==> config.mk <==
export PLATFORM = sky130hd
export DESIGN_NAME = parity_err_latch
export DESIGN_NICKNAME = d
export VERILOG_FILES = /design/src/rtl/parity_err_latch.sv
export SDC_FILE = /design/constraint.sdc
export NUM_CORES = 1
export LEC_CHECK = 0
export BUFFER_PORTS_ARGS = -buffer_cell sky130_fd_sc_hd__buf_4
export CORE_AREA = 4 4 41 43
export DETAILED_ROUTE_END_ITERATION = 7
export DIE_AREA = 0 0 45 47
export GPL_ROUTABILITY_DRIVEN = 0
export PLACE_DENSITY = 0.39
export REMOVE_ABC_BUFFERS = 1
export SLEW_MARGIN = 30
export SYNTH_ARGS = -nofsm -noshare
export SYNTH_HDL_FRONTEND = slang
export SYNTH_SLANG_ARGS = --single-unit
==> constraint.sdc <==
create_clock -name clk -period 0.93 [get_ports clk]
set_clock_uncertainty 0.1 [all_clocks]
set_input_delay 0.0465 -clock clk [delete_from_list [all_inputs] [get_ports clk]]
set_output_delay 0.0465 -clock clk [all_outputs]
set_load 0.01 [all_outputs]
==> src/rtl/parity_err_latch.sv <==
module parity_err_latch #(
  parameter bit IRQ_EARLY = 1'b1
) (
  input  logic clk,
  input  logic init,
  input  logic par_ok,
  input  logic mem_out,
  input  logic tp2_lead,
  input  logic tp2_trail,
  input  logic tp3_lead,
  input  logic tp3_trail,
  input  logic clr_req,
  input  logic irq_en,
  output logic err_flag,
  output logic irq,
  output logic skip_ok
);

  logic fast_q, slow_q, err_q;
  logic sample_d, cap, irq_src;

  assign sample_d = clr_req ? 1'b0 : (~par_ok | err_q);
  assign cap      = mem_out ? fast_q : slow_q;

  always_ff @(posedge clk) begin
    if (init) begin
      fast_q <= 1'b0;
      slow_q <= 1'b0;
      err_q  <= 1'b0;
    end else begin
      if (tp3_lead && clr_req) slow_q <= 1'b0;
      else if (tp2_lead)       slow_q <= sample_d;
      if (tp3_lead && clr_req) fast_q <= 1'b0;
      else if (tp2_trail)      fast_q <= sample_d;
      if (tp3_trail)           err_q  <= cap;
    end
  end

  generate
    if (IRQ_EARLY) begin : g_irq_early
      assign irq_src = cap | err_q;
    end else begin : g_irq_late
      assign irq_src = err_q;
    end
  endgenerate

  assign irq      = irq_en & irq_src;
  assign err_flag = err_q;
  assign skip_ok  = ~err_q;

  assert_init_clears_R1: assert property (@(posedge clk)
    init |=> (!err_q && !fast_q && !slow_q));

  assert_slow_path_only_R4: assert property (@(posedge clk) disable iff (init)
    (tp3_trail && !mem_out && !slow_q) |=> !err_q);

  assert_err_only_at_tp3_R5: assert property (@(posedge clk) disable iff (init)
    !tp3_trail |=> $stable(err_q));

  assert_no_irq_when_off_R6: assert property (@(posedge clk) disable iff (init)
    !irq_en |-> !irq);

  assert_sticky_hold_R7: assert property (@(posedge clk) disable iff (init)
    (err_q && tp2_lead && !clr_req && !tp3_lead) |=> slow_q);

  assert_clear_empties_R8: assert property (@(posedge clk) disable iff (init)
    (tp3_lead && clr_req) |=> (!fast_q && !slow_q));

  assert_clear_beats_fail_R9: assert property (@(posedge clk) disable iff (init)
    (tp2_trail && clr_req && !tp3_lead) |=> !fast_q);

endmodule

Word-level counts from Yosys, hierarchy flattened
Index checks and enable logic that the tools add are counted.

storage, ports and cells
  register bits after elaboration = 3
  bits of input ports = 10
  output and inout port bits = 3
  word-level logic and storage cells = 12

operators by class
  multiplexer cells = 2
  bitwise logic cells = 5
  reduce and logical (&&, ||, !) cells = 2

operators by type and width
  kind               number
  $mux 1             2
  $not 1->1          2
  $or 1x1->1         2
  $reduce_or 2->1    1
  $and 1x1->1        1
  $logic_and 1x1->1  1

Depth between registers and ports, before layout
  depth after elaboration = 3
  gate-level depth with buffers = 3
  depth with buffers taken out = 3

Least setup slack after synthesis
No wires, ideal clock.

  path kind = register -> register
  start point = reg err_q, in the netlist err_flag
  end point = reg fast_q
  setup time = 0.086 ns
  arrival time = 0.832 ns
  required time = 0.744 ns
  setup slack = -0.087 ns
  stages on the path, launching flop included = 4
  path buffers = 0
  period minus slack after synthesis = 1.017 ns
  cell sequence = dfxtp_1 inv_2 a21o_1 a211oi_1

on the way
  longest elaborated chain between the ends = 2

RTL lines
  element                 RTL line  text
  from (decl)             19        logic fast_q, slow_q, err_q;
  from (signal assigned)  35        if (tp3_trail) err_q <= cap;
  $or 1x1->1              22        assign sample_d = clr_req ? 1'b0 : (~par_ok | err_q);
  $mux 1                  22
  to (signal assigned)    34        else if (tp2_trail) fast_q <= sample_d;
  to (decl)               19

No other way between the ends.
A chain may end at the register's enable or synchronous reset.

Worst setup path in the final report
  start point = reg slow_q
  end point = out irq

on the way
  longest elaborated chain between the ends = 3

RTL lines
  element                 RTL line  text
  from (decl)             19
  from (signal assigned)  32        else if (tp2_lead) slow_q <= sample_d;
  $mux 1                  23        assign cap = mem_out ? fast_q : slow_q;
  $or 1x1->1              41        assign irq_src = cap | err_q;
  $and 1x1->1             47        assign irq = irq_en & irq_src;
  to (decl)               15        output logic irq,

No other way between the ends.

==> results.tsv <==
stage	metric	value	unit
run_status	outcome	finished, violations left	
run_status	violated checks	setup timing	
clocking	clk slew on worst S/H paths	30	ps
timing	RSZ-0062 raised after global routing	true	
floorplanning	boundary pin count	13	
floorplanning	die height	47	um
yosys	Cell Area, Synth	133	um2
detailed_routing	First-pass DRT Iterations	1	
critical_path	critical path type	reg2out	
power_and_ir_drop	pwr dens	1280	nW/um2
grt	vias in the first global route	207	
power_and_ir_drop	peak supply drop	0.520	mV
floorplanning	Initial Util	10.2	%
yosys	Warnings, synthesis	0	
detailed_routing	wire length per cell	9.96	um
floorplanning	Core Region	1300	um2
grt	Global Route met2 Usage	7.34	%
grt	All-Layer GR Usage	5.52	%
timing	Hold Vio Cnt, Final	0	
detailed_routing	Vias per Instance	3.63	
critical_path	Critical Path AT	1110	ps
final_layout	most frequent cells in the layout	11 x buf_4, 4 x dlygate4sd3_1, 4 x buf_6	
critical_path	Worst R2R Path Depth	4	
grt	antenna violations before repair	0	
min_path	Worst Hold Class	in2reg	
power_and_ir_drop	Power, Total	0.464	mW
grt	gr busiest metal	met2	
job	MaxCap Viol Count	0	
clocking	total CTS buffers	3	
yosys	register area share after synthesis	45.3	%
grt	GR Util met3	2.30	%
final_layout	most common cell after layout, fill and taps aside	buf_4	
final_layout	layout cells sized above 1	62.2	%
power_and_ir_drop	Sequential Power Share	30.1	%
critical_path	worst path required time	780	ps
detailed_routing	Initial DRC Count	0	
floorplanning	Die W	45	um
yosys	Syn Area/Cell	9.47	um2
power_and_ir_drop	Clk pwr share	48.6	%
detailed_routing	final wirelength	518	um
clocking	maximum root-to-sink buffer count	2	
yosys	cells after synthesis	14	
yosys	synth top area cells	dfxtp_1 45%, a211oi_1 11%, mux2_2 8.5%	
floorplanning	num rows	13	
grt	grt total ovfl	0	
timing	fin crit share	135	%
floorplanning	die area	2120	um2
final_layout	# nets final	48	
timing	Final min period	1250	ps
clocking	CTS H-tree lvls	1	
power_and_ir_drop	Pint	0.363	mW
final_layout	Area growth, synth to finish	174	%
critical_path	Worst Path Max Fanout	2	
timing	Worst-Margin Slew	218	ps
final_layout	Ant. Diodes	0	
timing	setup ws final	-323	ps
critical_path	critical path endpoint category	output port	
clocking	clock sinks	3	
critical_path	CP Launch Type	flop	
yosys	top-area cell type share of the netlist area	45.3	%
timing	# setup viols final	6	
yosys	#FFs+latches synth	3	
power_and_ir_drop	combinational share of power	21.3	%
power_and_ir_drop	Psw	0.101	mW
detailed_routing	DRC	0	
power_and_ir_drop	leakage	0.167	nW
timing	headroom to the max-slew limit	85.3	%
grt	first-pass GRT wire length	807	um
timing	fmax	798	MHz
clocking	CTS tree	done	
placed_design	port bufs	12	
yosys	post-synth cell types	10	
power_and_ir_drop	Switching Fraction	21.9	%
clocking	Clock Latency Late Sink	230	ps
detailed_routing	Routed Antenna Nets	0	
grt	largest net degree at the start of global routing	4	
timing	max-slew violations	0	
detailed_routing	via count	189	
grt	met1 global-route usage	7.26	%
yosys	Yosys top cell by area	dfxtp_1	
placed_design	pre-CTS setup slack	-68.8	ps
min_path	hold-critical path depth	3	
clocking	CTS root buffer	clkbuf_4	
## through the flow
stage          hold WS (ps)  TNS (ps)  util [%]  cells  cell area [um2]
2_1_floorplan          18.9      -175         -     14              133
3_3_place_gp            131     -90.7      19.7     43              256
3_5_place_dp            136      -118      19.7     43              256
4_1_cts                30.3      -600      27.4     52              357
5_1_grt                57.4      -834      27.9     52              363
6_report               44.7      -569      27.9     52              363
## registers in the layout, indices dropped and copies added, names as in the netlist
signal,cells
fast_q,1
slow_q,1
err_flag,1
## repair_timing
action,in CTS,in global routing
endpoints found under the hold margin,3,0
gates resized for setup,7,2
pin swaps,3,0
hold buffers,4,0
setup endpoints to repair,6,6
setup buffers,1,0
## critical path, cell delays in order, from the launching register on
cell and delay [ps]:
dfxtp_1 300, mux2_4 270, o21a_1 170, buf_4 140
## per-layer routing
metal / wire length (um) / vias to the layer above
li1: - / 97
met1: 264 / 80
met2: 191 / 12
met3: 63 / 0
met4: 0 / 0
met5: 0 / -
## final timing paths
path                                             from                  end  slack (ps)
worst max-delay path              slow_q$_SDFFE_PP0P_                  irq        -320
worst min-delay path                          clr_req  fast_q$_SDFFE_PP0P_          40
worst max register to register  err_flag$_SDFFE_PP0P_  slow_q$_SDFFE_PP0P_         -60
worst min register to register    slow_q$_SDFFE_PP0P_  slow_q$_SDFFE_PP0P_         510
## final cells by class
class                   count  area, um2
flip-flops and latches      3       61.3
fillers                   146        938
multi-input cells          10       82.6
repair buffers             19        168
clock buffers               4       26.3
well taps                  15       18.8
inverters                   1       6.26
## power by group through the flow
stage / Sequential (mW) / Clock [mW] / Combinational, mW
3_5_place_dp: 0.141 / 0 / 0.0710
5_1_grt: 0.140 / 0.247 / 0.107
3_3_place_gp: 0.141 / 0 / 0.0692
6_report: 0.140 / 0.226 / 0.0987
2_1_floorplan: 0.141 / 0 / 0.0211
4_1_cts: 0.139 / 0.238 / 0.0958
## Yosys cell counts (all sizes together)
master / instances
o21a: 1
a21o: 1
nor2: 1
mux2i: 1
mux2: 1
o21ai: 2
dfxtp: 3
inv: 1
a211oi: 2
nand2: 1
## cells by family after synthesis
family / synth area share (%)
AOI/OAI and AO/OA: 30.2
buffers and inverters: 2.83
DFF: 45.3
muxes: 16.0
and+or+nand+nor: 5.65
No activity file was read; power rests on OpenSTA's default activity.
